## src/rtl/kcr_pkg.sv

```systemverilog
package kcr_pkg;
  typedef enum logic [1:0] {
    KIND_KEYED  = 2'b00,
    KIND_MOVE   = 2'b01,
    KIND_AND    = 2'b10,
    KIND_BITSET = 2'b11
  } wrKind_e;

  typedef struct packed {
    logic load;
    logic fault;
  } ctrlStrobes_t;
endpackage

```

## src/rtl/kcr_ctrl.sv

```systemverilog
module kcr_ctrl
  import kcr_pkg::*;
#(
  parameter int DATA_W = 8
) (
  input  logic              clk,
  input  logic              rstN,
  input  logic              wrValid,
  input  logic [1:0]        wrKind,
  input  logic [DATA_W-1:0] wrData,
  input  logic [DATA_W-1:0] wrCheck,
  output ctrlStrobes_t      strobes,
  output logic              errIrq
);
  localparam logic [DATA_W-1:0] ALL_ONES = '1;

  logic isKeyed;
  logic keyMatch;

  assign isKeyed  = wrValid && (wrKind == KIND_KEYED);
  assign keyMatch = (wrData == ~wrCheck);

  always_comb begin
    strobes.load  = isKeyed && keyMatch;
    strobes.fault = isKeyed && !keyMatch;
  end

  always_ff @(posedge clk or negedge rstN) begin
    if (!rstN) errIrq <= 1'b0;
    else       errIrq <= strobes.fault;
  end


  strobe_excl_chk: assert property (@(posedge clk) disable iff (!rstN)
    !(strobes.load && strobes.fault));


  bad_key_irq_chk: assert property (@(posedge clk) disable iff (!rstN)
    (wrValid && wrKind == 2'b00 && (wrData ^ wrCheck) != ALL_ONES) |=> errIrq);


  plain_write_quiet_chk: assert property (@(posedge clk) disable iff (!rstN)
    (wrValid && wrKind != 2'b00) |=> !errIrq);
endmodule

```

## src/rtl/kcr_datapath.sv

```systemverilog
module kcr_datapath
  import kcr_pkg::*;
#(
  parameter int DATA_W  = 8,
  parameter int ADDR_W  = 20,
  parameter int RUN_BIT = 7,
  parameter int SEL_LO  = 3
) (
  input  logic              clk,
  input  logic              rstN,
  input  ctrlStrobes_t      strobes,
  input  logic [DATA_W-1:0] wrData,
  input  logic [ADDR_W-1:0] wrAddr,
  input  logic              rdEn,
  output logic [DATA_W-1:0] rdData,
  output logic              runEn,
  output logic [1:0]        clkSel,
  output logic [ADDR_W-1:0] errAddr
);
  localparam logic [DATA_W-1:0] FIELD_MASK =
    (DATA_W'(1) << RUN_BIT) | (DATA_W'(3) << SEL_LO);

  logic [DATA_W-1:0] regQ;
  logic [ADDR_W-1:0] errAddrQ;

  always_ff @(posedge clk or negedge rstN) begin
    if (!rstN)             regQ <= '0;
    else if (strobes.load) regQ <= wrData & FIELD_MASK;
  end

  always_ff @(posedge clk or negedge rstN) begin
    if (!rstN)              errAddrQ <= '0;
    else if (strobes.fault) errAddrQ <= wrAddr;
  end

  assign rdData  = rdEn ? regQ : '0;
  assign runEn   = regQ[RUN_BIT];
  assign clkSel  = regQ[SEL_LO+1:SEL_LO];
  assign errAddr = errAddrQ;


  fault_hold_chk: assert property (@(posedge clk) disable iff (!rstN)
    strobes.fault |=> $stable(regQ));


  fault_addr_chk: assert property (@(posedge clk) disable iff (!rstN)
    strobes.fault |=> (errAddrQ == $past(wrAddr)));


  addr_hold_chk: assert property (@(posedge clk) disable iff (!rstN)
    !strobes.fault |=> $stable(errAddrQ));


  reserved_zero_chk: assert property (@(posedge clk) disable iff (!rstN)
    strobes.load |=> ((regQ & ~FIELD_MASK) == '0));


  no_write_stable_chk: assert property (@(posedge clk) disable iff (!rstN)
    !strobes.load |=> $stable(regQ));
endmodule

```

## src/rtl/keyed_ctrl_reg.sv

```systemverilog
module keyed_ctrl_reg
  import kcr_pkg::*;
#(
  parameter int ADDR_W = 20
) (
  input  logic              clk,
  input  logic              rstN,
  input  logic              wrValid,
  input  logic [1:0]        wrKind,
  input  logic [7:0]        wrData,
  input  logic [7:0]        wrCheck,
  input  logic [ADDR_W-1:0] wrAddr,
  input  logic              rdEn,
  output logic [7:0]        rdData,
  output logic              runEn,
  output logic [1:0]        clkSel,
  output logic              errIrq,
  output logic [ADDR_W-1:0] errAddr
);
  localparam int DATA_W = 8;

  ctrlStrobes_t strobes;

  kcr_ctrl #(.DATA_W(DATA_W)) u_ctrl (
    .clk     (clk),
    .rstN    (rstN),
    .wrValid (wrValid),
    .wrKind  (wrKind),
    .wrData  (wrData),
    .wrCheck (wrCheck),
    .strobes (strobes),
    .errIrq  (errIrq)
  );

  kcr_datapath #(
    .DATA_W  (DATA_W),
    .ADDR_W  (ADDR_W),
    .RUN_BIT (7),
    .SEL_LO  (3)
  ) u_dp (
    .clk     (clk),
    .rstN    (rstN),
    .strobes (strobes),
    .wrData  (wrData),
    .wrAddr  (wrAddr),
    .rdEn    (rdEn),
    .rdData  (rdData),
    .runEn   (runEn),
    .clkSel  (clkSel),
    .errAddr (errAddr)
  );
endmodule

```

## config.mk

```make
export PLATFORM = sky130hd
export DESIGN_NAME = keyed_ctrl_reg
export DESIGN_NICKNAME = d
export VERILOG_FILES = /design/src/rtl/kcr_pkg.sv /design/src/rtl/kcr_ctrl.sv /design/src/rtl/kcr_datapath.sv /design/src/rtl/keyed_ctrl_reg.sv
export SDC_FILE = /design/constraint.sdc
export NUM_CORES = 1
export LEC_CHECK = 0
export BUFFER_PORTS_ARGS = -buffer_cell sky130_fd_sc_hd__buf_2
export CAP_MARGIN = 20
export CORE_ASPECT_RATIO = 2
export CORE_MARGIN = 2
export CORE_UTILIZATION = 40
export DETAILED_ROUTE_END_ITERATION = 10
export PLACE_DENSITY = 0.78
export SLEW_MARGIN = 30
export SYNTH_ARGS = -nofsm -noshare
export SYNTH_HDL_FRONTEND = slang
export SYNTH_SLANG_ARGS = --single-unit
```

## constraint.sdc

```tcl
create_clock -name clk -period 0.97 [get_ports clk]
set_input_delay 0.1455 -clock clk [delete_from_list [all_inputs] [get_ports clk]]
set_output_delay 0.1455 -clock clk [all_outputs]
set_load 0.03 [all_outputs]
```

# == Word level (Yosys, flattened, before mapping) ==
# Cells that the tools add are included.
# word_totals
reg_bits,24
inputBits,42
out_inout_bits,32
# op_classes
n_eq_ne,1
mux,1
bitwise,1
n_reduce_logical,5
# ops
operator,n
equality test 8 bit,1
two-way mux 8 bit,1
NOT 8 bit,1
logical AND 1 bit,3
zero test 2 bit,1
zero test 1 bit,1

# == Longest topological paths before layout ==
# Gate-level depths: netlist of the first run.
# depth
depth_word,4
mapped_depth,5

# == Modules after synthesis ==
# A second synthesis of the first run with hierarchy kept.
# unflattened
hier_cells,72
area_unflattened_um2,1122.3
# modules_own_cells
module,instances,cells_each,area_each_um2,seq_area_each_um2
kcr_datapath,1,57,992.2,575.6
kcr_ctrl,1,15,130.1,25.0

# == Worst setup path after synthesis of the first run ==
# No wires, ideal clock.
# synth_path
path_type,input -> register
startpoint,in wrCheck[0]
endpoint,"reg u_dp.errAddrQ[0], in the netlist u_dp.errAddr[0]"
setup_ns,0.125
arrival_ns,1.141
required_ns,0.845
slack_ns,-0.296
cell_stages,5
cell_sequence,xor2_1 -> nand4_1 -> o21bai_1 -> buf_4 -> mux2_2
# synth_between
elab_chain_len,4
# synth_lines
element,line_no,rtl
"start, declared",keyed_ctrl_reg.sv:11,"input logic [7:0] wrCheck,"
NOT 8 bit,kcr_ctrl.sv:21,assign keyMatch = (wrData == ~wrCheck);
equality test 8 bit,kcr_ctrl.sv:21,
zero test 1 bit,kcr_ctrl.sv:25,strobes.fault = isKeyed && !keyMatch;
logical AND 1 bit,kcr_ctrl.sv:25,
"end signal, assigned",kcr_datapath.sv:33,else if (strobes.fault) errAddrQ <= wrAddr;
"end, declared",kcr_datapath.sv:24,logic [ADDR_W-1:0] errAddrQ;
# No other way between the ends.
# A chain may end at the register's enable or synchronous reset.

# == Worst setup path in the final report of the first run ==
# layout_path
startpoint,in wrData[4]
endpoint,reg u_dp.regQ[3]
# layout_between
elab_chain_len,2
# layout_lines
element,line_no,rtl
"start, declared",keyed_ctrl_reg.sv:10,"input logic [7:0] wrData,"
equality test 8 bit,kcr_ctrl.sv:21,
logical AND 1 bit,kcr_ctrl.sv:24,strobes.load = isKeyed && keyMatch;
"end signal, assigned",kcr_datapath.sv:28,else if (strobes.load) regQ <= wrData & FIELD_MASK;
"end, declared",kcr_datapath.sv:23,logic [DATA_W-1:0] regQ;
# No other way between the ends.

==> summary.md, run 1 <==
| Metric | Value |
|---|---|
| Setup clock skew after layout | `0 ps` |
| Slew Limit Fails | `0` |
| Reported leakage power | `between 0.9 and 1 nW` |
| PD cells | `between 1500 and 2000 nW/um2` |
| Hold Path End | `u_dp.errAddr[3]` |
| Clk root buf | `sky130_fd_sc_hd__clkbuf_8` |
| Number of maximum-capacitance violations | `0` |
| Classification of the worst-slack hold path | `input pin to flip-flop` |
| Reg2reg start | `u_dp.errAddr[17]` |
| Clock insertion delay at the later pin of the skew report | `roughly 250 ps` |
| Biggest area consumer among synthesized cells | `sky130_fd_sc_hd__dfrtp_1` |
| Remaining routing DRC violations | `0` |
| Quantity of I/O buffers inserted on ports | `68` |
| Cell variety after synth | `12` |
| Initial antenna violation count | `0` |
| Post-synth top area share | `0.573` |
| Detailed-route wire length per cell | `between 15 and 20 um` |
| First-pass detailed-route iteration total | `3` |
| Commonest non-fill, non-tap cell in the layout | `sky130_fd_sc_hd__buf_6` |
| Critical Path RT | `about 1100 ps` |
| R2R depth | `2` |
| Nets | `roughly 200` |
| Post-route ant nets | `0` |
| Worst setup slack before clock tree synthesis | `-497 ps` |
| Global-route wire length before repair | `around 3800 um` |
| Boundary pin count | `74` |
| Combined flip-flop and latch cell area | `approximately 600 um2` |
| Area taken by multi-input logic gates | `about 500 um2` |
| Highest ir drop seen on vdd | `about 1100 uV` |
| Total half-perimeter wirelength after legalization and detailed placement | `1780 um` |
| Placed instance area | `roughly 1400 um2` |
| Largest net degree at the start of global routing | `25` |
| Final WL | `roughly 2800 um` |
| Worst Tran Pin Value | `~520 ps` |
| Final core occ | `0.734` |
| Overall die area | `slightly above 3000 um2` |
| Total Negative Setup Slacks | `-5240 ps` |
| Share of cells above drive strength 1 | `0.740` |
| Violations in the final reports | `negative setup slack` |
| Post-route setup slack | `-230 ps` |
| Ratio of final minimum period to clock period | `1.24` |
| Post-synthesis cell count | `73` |
| Post-synthesis average cell area | `~14 um2` |
| Post-synthesis cell area | `around 1000 um2` |
| Worst hold slack | `between 100 and 150 ps` |
| Routability Congestion | `slightly below 0.7` |
| Critical path class | `input pin to flip-flop` |
| Number of hold violations in the final report | `0` |
| GRT Residual Overflow | `0` |
| Area of the core | `2540 um2` |
| Largest buffer count on any clock path | `2` |
| Unrepaired setup endpoints after global routing | `true` |
| Largest cells by area after synthesis | `sky130_fd_sc_hd__dfrtp_1, sky130_fd_sc_hd__mux2_2, sky130_fd_sc_hd__xor2_1, sky130_fd_sc_hd__buf_4, sky130_fd_sc_hd__and2_1` |
| R2R setup slack | `60 ps` |
| Die span in x | `approximately 40 um` |
| Category of the worst setup path capture point | `flip-flop` |
| H-Tree Level Count | `1` |
| Commonest non-fill, non-tap cells in the layout | `sky130_fd_sc_hd__buf_6, sky130_fd_sc_hd__buf_2, sky130_fd_sc_hd__dfrtp_1` |
| Cell depth of the worst min-delay path | `2` |
| Antenna Cells | `0` |
| Post-layout minimum cycle time | `1200 ps` |
| F_max | `833 MHz` |
| Post-route insts no fill | `between 150 and 200` |
| Clock tree from TritonCTS | `done` |
| Total of fill cells in the finished design | `168` |
| Yosys warning count | `0` |
| Number of buffers created by CTS | `3` |
| Via count of the first global-routing pass | `slightly below 900` |
| Clock transition at the register clock pins on the worst setup and hold paths after CTS | `approximately 80 ps` |
| Post-synthesis register bit count | `24` |
| CP arrival | `between 1000 and 1500 ps` |
| Layout area overhead | `77.8%` |
| Post-layout total power | `~3.1 mW` |
| Outcome | `finished with violations` |
| Normalized max-slew margin | `0.650` |
| FF-to-FF End | `u_dp.errAddr[17]` |
| Biggest fanout along the worst timing path | `3` |
| Total number of vias | `between 800 and 900` |
| Detailed router's first-iteration violation count | `30` |
| Overall fraction of global-route tracks in use | `0.180` |
| Final std cell area, no fill | `~1900 um2` |
| # placed instances | `~170` |
| Startpoint type of the worst setup path | `input pin` |
| Portion of the post-synthesis area used by sequential elements | `0.573` |
| Number of sinks on the clock net | `24` |
| Die outline height | `approximately 76 um` |
| Via density | `approximately 4.6` |
| Startpoint of the worst hold path | `wrAddr[3]` |
| Placement row count | `26` |
| Initial cell density of the core | `0.413` |
| Final Setup Violations | `30` |
-- logic make-up after synthesis --
kind of cell	synth area share
other cells	0.00358
flops	0.573
compound gates	0.00717
mux	0.247
simple gates	0.0478
xor+xnor	0.0669
buf+inv	0.0538
-- power breakdown --
group | leakage (nW) | total, mW | switching (mW) | internal [mW]
combinational | 0.674 | 1.24 | 0.593 | 0.648
clock | 0.0216 | 0.549 | 0.273 | 0.276
sequential | 0.292 | 1.29 | 0.123 | 1.17
-- routing by layer --
layer	global-route usage	share of wire
met1	0.150	0.31
met2	0.350	0.61
met3	0.0262	0.055
met4	0.0800	0.016
met5	0	0
-- how the worst max path moves through the flow --
| stage | start | end |
|---|---|---|
| finish | wrData[4] | u_dp.regQ[3] |
| global route | wrCheck[2] | u_dp.errAddr[9] |
| CTS | wrData[4] | u_dp.regQ[3] |
| detailed placement | wrData[4] | u_dp.errAddr[16] |
| global placement | wrData[0] | u_dp.errAddr[1] |
| floorplan | wrCheck[1] | u_dp.errAddr[0] |
-- flip-flops by register name, summed over array words and instances (netlist names) --
| name | flops |
|---|---|
| u_dp.errAddr | 20 |
| u_dp.regQ | 3 |
| u_ctrl.errIrq | 1 |
-- final cells by class --
class	instances	area share
clock buffer	3	0.0222
tap	28	0.0188
timing repair buffer	81	0.366
sequential	24	0.323
inverter	1	0.00202
multi-input combinational	45	0.268
-- cell usage after synthesis, drive strengths merged --
cell     n
xor2     8
nor2     1
conb     1
o21bai   1
nand4    2
or3      1
nand2    1
buf      7
dfrtp   24
inv      1
and2     3
mux2    23
-- critical path, stage by stage --
cell                      delay [ps]
sky130_fd_sc_hd__buf_6           100
sky130_fd_sc_hd__xor2_2          140
sky130_fd_sc_hd__nand4_1         200
sky130_fd_sc_hd__or3_4           450
sky130_fd_sc_hd__mux2_4          310
-- what timing repair did --
action                                  CTS  global route
hold buffers                              1             0
endpoints found under the setup margin   37            50
pin swaps                                 2             3
gates cloned                              0             1
hold endpoints to repair                 24             0
setup buffers                             3             3
resized for setup                        35            67
Note: power is estimated with default switching activity, not from simulation.
==> inputs of run 2 (changes only) <==
--- a/config.mk
+++ b/config.mk
@@ -6,4 +6,5 @@
 export NUM_CORES = 1
 export LEC_CHECK = 0
+export ABC_CLOCK_PERIOD_IN_PS = 970
 export BUFFER_PORTS_ARGS = -buffer_cell sky130_fd_sc_hd__buf_2
 export CAP_MARGIN = 20
@@ -13,4 +14,5 @@
 export DETAILED_ROUTE_END_ITERATION = 10
 export PLACE_DENSITY = 0.78
+export SETUP_SLACK_MARGIN = 0.15
 export SLEW_MARGIN = 30
 export SYNTH_ARGS = -nofsm -noshare
==> constraint.sdc (replaced) <==
create_clock -name clk -period 0.97 [get_ports clk]
set_input_delay 0.2425 -clock clk [delete_from_list [all_inputs] [get_ports clk]]
set_output_delay 0.2425 -clock clk [all_outputs]
set_load 0.03 [all_outputs]
==> run 2 against run 1 <==
Compared with the run above: the flow finishes with violations (negative hold slack, negative setup slack); global-route usage rose by 0.15 points; total power grew 3.9%; register-to-register slack got worse by 110 ps; sequential share of layout area increased by 0.73 points; critical path depth up 1; cell count up 1.1%; critical endpoint is now u_dp.errAddr[17].
==> summary.md, run 2 (same netlist as run 1, synthesis figures left out) <==
| Metric | Value |
|---|---|
| Quantity of I/O buffers inserted on ports | `68 (unchanged)` |
| Area taken by multi-input logic gates | `447 um2 (was 499 um2)` |
| Remaining routing DRC violations | `0 (unchanged)` |
| Setup clock skew after layout | `0 ps (unchanged)` |
| Routability Congestion | `0.710 (was 0.680)` |
| Layout area overhead | `74.9% (was 77.8%)` |
| Clock insertion delay at the later pin of the skew report | `260 ps (was 250 ps)` |
| Final core occ | `0.722 (was 0.734)` |
| Number of buffers created by CTS | `3 (unchanged)` |
| Area of the core | `2540 um2 (unchanged)` |
| Final Setup Violations | `51 (was 30)` |
| Initial antenna violation count | `0 (unchanged)` |
| Total of fill cells in the finished design | `169 (was 168)` |
| Category of the worst setup path capture point | `flip-flop (unchanged)` |
| Final WL | `2780 um (was 2800 um)` |
| Worst hold slack | `-40.6 ps (was 115 ps)` |
| Global routing met3 resource utilization | `0.0292 (was 0.0262)` |
| Biggest fanout along the worst timing path | `15 (was 3)` |
| Detailed-route wire length per cell | `15.1 um (was 15.4 um)` |
| Total number of vias | `877 (was 844)` |
| Overall fraction of global-route tracks in use | `0.181 (was 0.180)` |
| # placed instances | `171 (unchanged)` |
| Post-layout minimum cycle time | `1290 ps (was 1200 ps)` |
| GRT Residual Overflow | `0 (unchanged)` |
| Via density | `4.77 (was 4.64)` |
| Detailed router's first-iteration violation count | `8 (was 30)` |
| Placement row count | `26 (unchanged)` |
| Antenna Cells | `0 (unchanged)` |
| Initial cell density of the core | `0.413 (unchanged)` |
| Reported leakage power | `0.952 nW (was 0.987 nW)` |
| Total half-perimeter wirelength after legalization and detailed placement | `1870 um (was 1780 um)` |
| Die span in x | `40.2 um (unchanged)` |
| Largest net degree at the start of global routing | `25 (unchanged)` |
| Number of flip-flops under the largest register name | `20 (unchanged)` |
| Final std cell area, no fill | `1830 um2 (was 1860 um2)` |
| Via count of the first global-routing pass | `891 (was 893)` |
| Routing usage on met2 | `0.348 (was 0.350)` |
| Placed instance area | `1450 um2 (was 1430 um2)` |
| F_max | `775 MHz (was 833 MHz)` |
| Total Negative Setup Slacks | `-9160 ps (was -5240 ps)` |
| Clock tree from TritonCTS | `done (unchanged)` |
| Critical path class | `input pin to flip-flop (unchanged)` |
| Startpoint type of the worst setup path | `input pin (unchanged)` |
| Die outline height | `76.4 um (unchanged)` |
| Overall die area | `3070 um2 (unchanged)` |
| Nets | `199 (was 198)` |
| Worst Tran Pin Value | `540 ps (was 524 ps)` |
| Global-route wire length before repair | `3860 um (was 3800 um)` |
| Post-route setup slack | `-321 ps (was -230 ps)` |
| Unrepaired setup endpoints after global routing | `true (unchanged)` |
| Top Usage Layer GRT | `met2 (unchanged)` |
| Number of hold violations in the final report | `24 (was 0)` |
| CP arrival | `1440 ps (was 1340 ps)` |
| Boundary pin count | `74 (unchanged)` |
| Outcome | `finished with violations (unchanged)` |
| Number of sinks on the clock net | `24 (unchanged)` |
| Met1 track utilization from global routing | `0.167 (was 0.150)` |
| Commonest non-fill, non-tap cell in the layout | `sky130_fd_sc_hd__buf_6 (unchanged)` |
| Slew Limit Fails | `0 (unchanged)` |
| Combined flip-flop and latch cell area | `604 um2 (was 601 um2)` |
| Clock transition at the register clock pins on the worst setup and hold paths after CTS | `80 ps (about the same)` |
| Ratio of final minimum period to clock period | `1.33 (was 1.24)` |
| Post-route insts no fill | `184 (was 182)` |
| Normalized max-slew margin | `0.640 (was 0.650)` |
| Clk root buf | `sky130_fd_sc_hd__clkbuf_8 (unchanged)` |
| Highest ir drop seen on vdd | `1180 uV (was 1150 uV)` |
| Commonest non-fill, non-tap cells in the layout | `sky130_fd_sc_hd__buf_6, sky130_fd_sc_hd__buf_2, sky130_fd_sc_hd__dfrtp_1 (unchanged)` |
| Share of cells above drive strength 1 | `0.756 (was 0.740)` |
| H-Tree Level Count | `1 (unchanged)` |
| Number of maximum-capacitance violations | `0 (unchanged)` |
| Largest buffer count on any clock path | `2 (unchanged)` |
| First-pass detailed-route iteration total | `3 (unchanged)` |
| Classification of the worst-slack hold path | `input pin to asynchronous set/reset pin (was input pin to flip-flop)` |
| Violations in the final reports | `negative hold slack, negative setup slack (was negative setup slack)` |
| PD cells | `1750 nW/um2 (was 1650 nW/um2)` |
| Post-route ant nets | `0 (unchanged)` |
| Critical Path RT | `1120 ps (was 1110 ps)` |
run 2: report_power, final:
part	internal, mW	switching [mW]	leakage (nW)
Combinational	0.664	0.598	0.636
Clock	0.361	0.289	0.0288
Sequential	1.17	0.122	0.287
Total	2.19	1.01	0.952
run 2: final timing paths:
kind | slack [ps] | cells after the start | startpoint | to
max in group asynchronous | 620 | 1 | rstN | u_dp.regQ[4]
min in group clk | 210 | 2 | wrAddr[15] | u_dp.errAddr[15]
worst max-delay path | -320 | 6 | wrCheck[2] | u_dp.errAddr[17]
worst min-delay path | -40 | 1 | rstN | u_dp.errAddr[4]
worst min register to register | 530 | 1 | u_dp.errAddr[15] | u_dp.errAddr[15]
worst max register to register | -50 | 3 | u_dp.errAddr[3] | u_dp.errAddr[3]
run 2: area by class of cell:
type,count,area share
timing repair buffer,82,0.375
sequential,24,0.330
multi-input combinational,45,0.244
clock buffer,4,0.0301
tap,28,0.0191
inverter,1,0.00205
run 2: per-stage QoR:
step	hold WS, ps	worst slack [ps]	total power, mW
global route	-2.88	-353	3.33
finish	-40.6	-321	3.20
detailed placement	250	-600	2.16
CTS	-34.0	-313	3.14
floorplan	-53.1	-392	1.83
global placement	232	-560	2.13
run 2: critical path, cell delays in order:
cell                       delay [ps]
sky130_fd_sc_hd__buf_2            100
sky130_fd_sc_hd__xor2_1           150
sky130_fd_sc_hd__nand4_1          160
sky130_fd_sc_hd__o21bai_2         250
sky130_fd_sc_hd__buf_12           190
sky130_fd_sc_hd__mux2_2           340
run 2: per-layer routing:
metal | part of all wire | up-vias | routed length (um)
met5 | 0 | - | 0
met4 | 0.0068 | 0 | 19
met3 | 0.045 | 2 | 125
met2 | 0.62 | 40 | 1710
met1 | 0.33 | 434 | 921
li1 | - | 401 | -
run 2: repair_timing:
item                                   CTS  global route
setup buffers                            3             6
endpoints found under the hold margin   24            24
pin swaps                                1             2
gates resized for setup                 66             5
setup endpoints to repair               51            51
